## config.mk

```make
export PLATFORM = sky130hd
export DESIGN_NAME = sysrst_hub
export DESIGN_NICKNAME = d
export VERILOG_FILES = /design/src/rtl/sysrst_pkg.sv /design/src/rtl/sysrst_sync.sv /design/src/rtl/sysrst_pin_filter.sv /design/src/rtl/sysrst_swkey.sv /design/src/rtl/sysrst_release.sv /design/src/rtl/sysrst_hub.sv
export SDC_FILE = /design/constraint.sdc
export NUM_CORES = 1
export LEC_CHECK = 0
export BUFFER_PORTS_ARGS = -buffer_cell sky130_fd_sc_hd__buf_4
export CAP_MARGIN = 20
export CORE_ASPECT_RATIO = 1.4
export CORE_MARGIN = 2
export CORE_UTILIZATION = 35
export CTS_BUF_LIST = sky130_fd_sc_hd__clkbuf_4 sky130_fd_sc_hd__clkbuf_8
export CTS_CLUSTER_DIAMETER = 100
export DETAILED_ROUTE_END_ITERATION = 10
export GPL_TIMING_DRIVEN = 0
export PLACE_DENSITY = 0.7
export SETUP_SLACK_MARGIN = 0.02
export SKIP_CTS_REPAIR_TIMING = 1
export SLEW_MARGIN = 40
export SYNTH_ARGS = -nofsm -noshare
export SYNTH_HDL_FRONTEND = slang
export SYNTH_SLANG_ARGS = --single-unit
export TNS_END_PERCENT = 100
```

## constraint.sdc

```tcl
create_clock -name clk -period 2.4 [get_ports clk]
set_input_delay 0.48 -clock clk [delete_from_list [all_inputs] [get_ports clk]]
set_output_delay 0.48 -clock clk [all_outputs]
set_load 0.01 [all_outputs]
```

## src/rtl/sysrst_pkg.sv

```systemverilog
package sysrst_pkg;
  localparam int unsigned DATA_W   = 32;
  localparam int unsigned ADDR_W   = 2;
  localparam int unsigned STATUS_W = 10;

  localparam logic [ADDR_W-1:0] A_STATUS = 2'd0;
  localparam logic [ADDR_W-1:0] A_KEY    = 2'd1;
  localparam logic [ADDR_W-1:0] A_SWRST  = 2'd2;

  localparam logic [DATA_W-1:0] KEY_FIRST  = 32'hAA99_6655;
  localparam logic [DATA_W-1:0] KEY_SECOND = 32'h5566_99AA;

  localparam int unsigned FLG_POWER = 0;
  localparam int unsigned FLG_BROWN = 1;
  localparam int unsigned FLG_WDOG  = 4;
  localparam int unsigned FLG_SW    = 6;
  localparam int unsigned FLG_PIN   = 7;
  localparam int unsigned FLG_CFG   = 9;

  // synchronous sources, index order of the request vector
  localparam int unsigned NSRC = 5;

  typedef enum logic [1:0] {SEQ_HOLD, SEQ_COUNT, SEQ_RUN} seq_state_t;
  typedef enum logic [1:0] {UL_IDLE, UL_HALF, UL_OPEN} unlock_state_t;

  function automatic int unsigned src_bit(input int unsigned idx);
    case (idx)
      0:       return FLG_BROWN;
      1:       return FLG_WDOG;
      2:       return FLG_CFG;
      3:       return FLG_PIN;
      default: return FLG_SW;
    endcase
  endfunction
endpackage

```

## src/rtl/sysrst_sync.sv

```systemverilog
// Reset synchronizer: asserts asynchronously, releases after STAGES edges.
module sysrst_sync #(
  parameter int unsigned STAGES = 2
) (
  input  logic clk,
  input  logic async_n,
  output logic sync_n
);
  logic [STAGES-1:0] chain_q;

  always_ff @(posedge clk or negedge async_n) begin
    if (!async_n) chain_q <= '0;
    else          chain_q <= {chain_q[STAGES-2:0], 1'b1};
  end

  assign sync_n = chain_q[STAGES-1];
endmodule

```

## src/rtl/sysrst_pin_filter.sv

```systemverilog
// Synchronizes the active-low pin and reports a request once it has been
// low for MIN_W consecutive synchronized samples.
module sysrst_pin_filter #(
  parameter int unsigned STAGES = 2,
  parameter int unsigned MIN_W  = 4
) (
  input  logic clk,
  input  logic rst_n,
  input  logic pin_n,
  output logic req
);
  localparam int unsigned CW = $clog2(MIN_W + 1);
  localparam logic [CW-1:0] LIMIT = CW'(MIN_W);

  logic [STAGES-1:0] sync_q;
  logic [CW-1:0]     low_cnt_q, low_cnt_nxt;
  logic              pin_sync_n;

  always_ff @(posedge clk or negedge rst_n) begin
    if (!rst_n) sync_q <= '1;
    else        sync_q <= {sync_q[STAGES-2:0], pin_n};
  end

  assign pin_sync_n = sync_q[STAGES-1];

  always_comb begin
    low_cnt_nxt = low_cnt_q;
    if (pin_sync_n)              low_cnt_nxt = '0;
    else if (low_cnt_q != LIMIT) low_cnt_nxt = low_cnt_q + CW'(1);
  end

  always_ff @(posedge clk or negedge rst_n) begin
    if (!rst_n) low_cnt_q <= '0;
    else        low_cnt_q <= low_cnt_nxt;
  end

  assign req = (low_cnt_q == LIMIT);
endmodule

```

## src/rtl/sysrst_swkey.sv

```systemverilog
// Key-protected software reset: unlock sequencer, arm bit, trigger on read.
module sysrst_swkey
  import sysrst_pkg::*;
(
  input  logic              clk,
  input  logic              rst_n,
  input  logic              bus_sel,
  input  logic              bus_wr,
  input  logic [ADDR_W-1:0] bus_addr,
  input  logic [DATA_W-1:0] bus_wdata,
  input  logic              in_reset,
  output logic              armed,
  output logic              unlocked,
  output logic              fire
);
  unlock_state_t ul_q, ul_nxt;
  logic armed_q, armed_nxt;
  logic fire_q, fire_nxt;
  logic wr_key, wr_sw, rd_sw;

  assign wr_key = bus_sel &&  bus_wr && (bus_addr == A_KEY);
  assign wr_sw  = bus_sel &&  bus_wr && (bus_addr == A_SWRST);
  assign rd_sw  = bus_sel && !bus_wr && (bus_addr == A_SWRST);

  always_comb begin
    ul_nxt = ul_q;
    if (in_reset) begin
      ul_nxt = UL_IDLE;
    end else if (bus_sel) begin
      case (ul_q)
        UL_IDLE: ul_nxt = (wr_key && bus_wdata == KEY_FIRST)  ? UL_HALF : UL_IDLE;
        UL_HALF: ul_nxt = (wr_key && bus_wdata == KEY_SECOND) ? UL_OPEN : UL_IDLE;
        default: ul_nxt = UL_IDLE;
      endcase
    end
  end

  always_comb begin
    armed_nxt = armed_q;
    if (fire_q || in_reset)                         armed_nxt = 1'b0;
    else if (ul_q == UL_OPEN && wr_sw && bus_wdata[0]) armed_nxt = 1'b1;
  end

  assign fire_nxt = rd_sw && armed_q && !fire_q;

  always_ff @(posedge clk or negedge rst_n) begin
    if (!rst_n) begin
      ul_q    <= UL_IDLE;
      armed_q <= 1'b0;
      fire_q  <= 1'b0;
    end else begin
      ul_q    <= ul_nxt;
      armed_q <= armed_nxt;
      fire_q  <= fire_nxt;
    end
  end

  assign armed    = armed_q;
  assign unlocked = (ul_q == UL_OPEN);
  assign fire     = fire_q;
endmodule

```

## src/rtl/sysrst_release.sv

```systemverilog
// Holds the system reset while requests are active or readiness is missing,
// then counts DLY edges before release.
module sysrst_release
  import sysrst_pkg::*;
#(
  parameter int unsigned DLY = 8
) (
  input  logic clk,
  input  logic rst_n,
  input  logic any_req,
  input  logic ready,
  output logic sys_rst
);
  localparam int unsigned CNT_W = $clog2(DLY + 1);

  seq_state_t       state_q, state_nxt;
  logic [CNT_W-1:0] cnt_q, cnt_nxt;
  logic             rst_q;

  always_comb begin
    state_nxt = state_q;
    cnt_nxt   = cnt_q;
    if (any_req) begin
      state_nxt = SEQ_HOLD;
    end else begin
      case (state_q)
        SEQ_HOLD: if (ready) begin
          state_nxt = SEQ_COUNT;
          cnt_nxt   = CNT_W'(DLY - 1);
        end
        SEQ_COUNT: begin
          if (!ready)             state_nxt = SEQ_HOLD;
          else if (cnt_q == '0)   state_nxt = SEQ_RUN;
          else                    cnt_nxt   = cnt_q - CNT_W'(1);
        end
        SEQ_RUN:  state_nxt = SEQ_RUN;
        default:  state_nxt = SEQ_HOLD;
      endcase
    end
  end

  always_ff @(posedge clk or negedge rst_n) begin
    if (!rst_n) begin
      state_q <= SEQ_HOLD;
      cnt_q   <= '0;
      rst_q   <= 1'b1;
    end else begin
      state_q <= state_nxt;
      cnt_q   <= cnt_nxt;
      rst_q   <= (state_nxt != SEQ_RUN);
    end
  end

  assign sys_rst = rst_q;
endmodule

```

## src/rtl/sysrst_hub.sv

```systemverilog
module sysrst_hub
  import sysrst_pkg::*;
#(
  parameter int unsigned RELEASE_DLY = 8,
  parameter int unsigned PIN_MIN_W   = 4,
  parameter int unsigned SYNC_STAGES = 2
) (
  input  logic              clk,
  input  logic              por_n,
  input  logic              bor_req,
  input  logic              wdt_req,
  input  logic              cfg_mm_req,
  input  logic              ext_rst_n,
  input  logic              cfg_loaded,
  input  logic              clk_stable,
  input  logic              bus_sel,
  input  logic              bus_wr,
  input  logic [ADDR_W-1:0] bus_addr,
  input  logic [DATA_W-1:0] bus_wdata,
  output logic [DATA_W-1:0] bus_rdata,
  output logic              sys_rst
);
  localparam logic [STATUS_W-1:0] STATUS_INIT = STATUS_W'(1) << FLG_POWER;

  logic                rst_n;
  logic                pin_req, sw_fire, armed, unlocked, any_req;
  logic [NSRC-1:0]     src_req;
  logic [STATUS_W-1:0] status_q, status_nxt, set_vec, clr_vec;

  sysrst_sync #(.STAGES(SYNC_STAGES)) u_sync (
    .clk(clk), .async_n(por_n), .sync_n(rst_n)
  );

  sysrst_pin_filter #(.STAGES(SYNC_STAGES), .MIN_W(PIN_MIN_W)) u_pin (
    .clk(clk), .rst_n(rst_n), .pin_n(ext_rst_n), .req(pin_req)
  );

  sysrst_swkey u_key (
    .clk(clk), .rst_n(rst_n), .bus_sel(bus_sel), .bus_wr(bus_wr),
    .bus_addr(bus_addr), .bus_wdata(bus_wdata), .in_reset(sys_rst),
    .armed(armed), .unlocked(unlocked), .fire(sw_fire)
  );

  assign src_req = {sw_fire, pin_req, cfg_mm_req, wdt_req, bor_req};
  assign any_req = |src_req;

  sysrst_release #(.DLY(RELEASE_DLY)) u_rel (
    .clk(clk), .rst_n(rst_n), .any_req(any_req),
    .ready(cfg_loaded && clk_stable), .sys_rst(sys_rst)
  );

  // status: sets win over write-one-to-clear in the same cycle
  always_comb begin
    set_vec = '0;
    for (int i = 0; i < NSRC; i++) set_vec[src_bit(i)] = src_req[i];
    clr_vec = (bus_sel && bus_wr && bus_addr == A_STATUS) ?
              bus_wdata[STATUS_W-1:0] : '0;
    status_nxt = (status_q & ~clr_vec) | set_vec;
  end

  always_ff @(posedge clk or negedge rst_n) begin
    if (!rst_n) status_q <= STATUS_INIT;
    else        status_q <= status_nxt;
  end

  always_comb begin
    bus_rdata = '0;
    if (bus_sel && !bus_wr) begin
      case (bus_addr)
        A_STATUS: bus_rdata = {{(DATA_W-STATUS_W){1'b0}}, status_q};
        A_SWRST:  bus_rdata = {{(DATA_W-1){1'b0}}, armed};
        default:  bus_rdata = '0;
      endcase
    end
  end
endmodule

```

==> impl_metrics.json <==
{
  "setup_ws_ns": 0.366,
  "root_buffer": "clkbuf_8",
  "p_per_area_nw_per_um2": 464,
  "max_freq_mhz": 492,
  "endpoint_kind": "primary output",
  "chipHeight_um": 85.3,
  "cts_max_path_buffers": 2,
  "worstSkewPairLatency_ns": 0.28,
  "timing.rr.start": "u_pin.low_cnt_q[0]",
  "min_period_over_period_pct": 84.7,
  "crit_required_ns": 1.92,
  "hold_slack_ns": 0.253,
  "mostFrequentLayoutCell": "buf_4",
  "ant_nets": 0,
  "layout.nets": 288,
  "coreArea_sq_um": 4540,
  "drive_above_1_share_pct": 39.6,
  "finalPower_mw": 1.06,
  "synth-edff-count": 0,
  "synthXorXnorAreaFrac_pct": 0.530,
  "ys_types": 41,
  "grt_use_total_pct": 14.7,
  "final_max_slew_viol_count": 0,
  "synth_top_family_by_area": "simple AND/OR/NAND/NOR gates",
  "drcViolationCount": 0,
  "synth_mux_area_share_pct": 1.82,
  "startpoint": "bus_addr[0]",
  "slew-limit-headroom_pct": 62.9,
  "rsz0062_at_grt": "no",
  "n_antenna_cell": 0,
  "post-place-ws_ns": 0.363,
  "critPathLaunchType": "input pin",
  "fill_cells": 430,
  "rrSetupSlack_ns": 0.73,
  "final_cell_mix": "76 x buf_4, 23 x conb_1, 23 x dfrtp_1, 15 x nor4bb_1, 15 x nand2_1",
  "async_flop_share_pct": 100,
  "critPathArrivalTime_ns": 1.55,
  "synth_cells": 160,
  "syn_area_sq_um": 1650,
  "synth.ff_latch_count": 28,
  "cap_violations": 0,
  "areaGrowthSynthToFinish_pct": 38.3,
  "avgRoutedWirePerCell_um": 13.0,
  "setup_viol": 0,
  "drtIter0Drc": 59,
  "htreeDepth": 1,
  "grt_max_degree": 27,
  "yosys.area_share.simple_pct": 30.4,
  "initial_utilization_pct": 36.4,
  "status": "finished, final reports clean",
  "syn_area_per_cell_sq_um": 10.3,
  "cts_sinks": 28,
  "multi_input_area_sq_um": 827,
  "yosysSeqAreaShare_pct": 42.7,
  "dp_hpwl_mm": 3.19,
  "cts_inserted_buffers": 3,
  "hold_violations": 0,
  "synth_compound_area_share_pct": 9.46,
  "r2r_cells": 6,
  "grt_pass1_vias": 1312,
  "boundaryPins": 77,
  "cts_tree": "done",
  "vias": 1424,
  "first_pass_iters": 4,
  "criticalPathCategory": "in -> out",
  "routed_wl_mm": 3.93,
  "clk_pin_slew_ns": 0.09,
  "worst_pin_slew_ns": 0.554,
  "cp_max_fo": 9,
  "fin_skew_ns": 0.00807,
  "grt_pass1_wl_mm": 5.79,
  "fin_tns_setup_ns": 0,
  "regArea_sq_um": 707,
  "rows": 29,
  "timing.rr.end": "u_rel.cnt_q[1]",
  "vias_per_cell": 4.72,
  "utilization_pct": 50.4,
  "die_w_um": 62.1,
  "vdd_drop_max_mv": 0.172,
  "gp_congestion": 0.819,
  "synthAdderAreaFrac_pct": 2.27,
  "antenna_found_initial": 0,
  "grt.overflow.total": 0,
  "p_leak_nw": 1.10,
  "io_buffers": 54,
  "fin_crit_ns": 2.03,
  "worstSetupEndpoint": "bus_rdata[1]",
  "die_area_sq_um": 5300,
  "hold_class": "reg -> async",
  "yosys_warnings": 0,
  "ys.flop_type": "dfrtp_1"
}
[how the worst min path moves through the flow]
| stage | slack [ns] | cells past startpoint | to |
|---|---|---|---|
| final | 0.25 | 0 | status_q[4] |
| after global routing | 0.28 | 1 | u_pin.sync_q[0] |
| after CTS | -0.04 | 1 | u_sync.chain_q[1] |
| after detailed placement | 0.26 | 1 | u_sync.chain_q[0] |
| after global placement | 0.26 | 1 | u_sync.chain_q[0] |
| after floorplan | 0.18 | 0 | u_sync.chain_q[0] |
[cell families after synthesis]
| group | Yosys count |
|---|---|
| muxes | 2 |
| DFF | 28 |
| and+or+nand+nor | 74 |
| other | 2 |
| adders and majority gates | 3 |
| xor gates and xnor gates | 1 |
| AOI/OAI and AO/OA | 20 |
| buffers and inverters | 30 |
[flip-flops by register name (all words and copies together) (netlist names), 2 cells and up]
| register | count |
|---|---|
| u_pin.sync_q | 2 |
| u_pin.low_cnt_q | 3 |
| u_key.ul_q | 2 |
| status_q | 10 |
| u_rel.cnt_q | 4 |
| u_sync.chain_q | 2 |
| u_rel.state_q | 2 |
[power breakdown]
| part | internal [mW] | switching (mW) | total, mW |
|---|---|---|---|
| Combinational | 0.134 | 0.0890 | 0.223 |
| Clock | 0.147 | 0.143 | 0.290 |
| Sequential | 0.510 | 0.0375 | 0.547 |
[area by class of cell]
cell class	count	share of cell area, %
tap	62	3.39
timing repair buffer	55	18.2
clock buffer	4	2.41
inverter	6	0.985
sequential	28	30.9
buffer	24	7.94
multi-input combinational	123	36.2
[metrics by stage]
step                      instance area (sq um)  instances
after CTS                                  2280        301
after global placement                     2210        297
final                                      2290        302
after global routing                       2290        302
after detailed placement                   2220        297
after floorplan                            1730        181
[worst max-delay path, cell delays in order]
cell      delay (ns)
buf_4           0.12
nand2b_1        0.18
nor3_2          0.44
and2_1          0.21
buf_4           0.12
[synthesized netlist by cell type (2+ instances only)]
cell	count	area, sq um
a21boi_0	5	37.5
dfrtp_1	24	601
nand3_1	4	20.0
dfstp_2	4	105
nand2_1	15	56.3
ha_1	3	37.5
nor2_1	5	18.8
nor3_1	4	20.0
a21o_1	3	22.5
and2_1	9	56.3
nor4bb_1	15	150
buf_4	22	165
mux2_4	2	30.0
nand4_1	4	25.0
nand2b_1	2	12.5
inv_1	6	22.5
nor2b_1	4	25.0
conb_1	2	7.51
a41oi_1	3	26.3
nor3b_1	2	15.0
a211oi_1	2	15.0
[routing by layer]
layer,vias to the layer above,global-route usage (%),part of all wire (%)
li1,694,-,-
met1,662,15.3,36
met2,63,27.0,52
met3,5,3.51,10
met4,0,5.22,1.4
met5,-,0,0
Note: power is estimated with default switching activity, not from simulation.
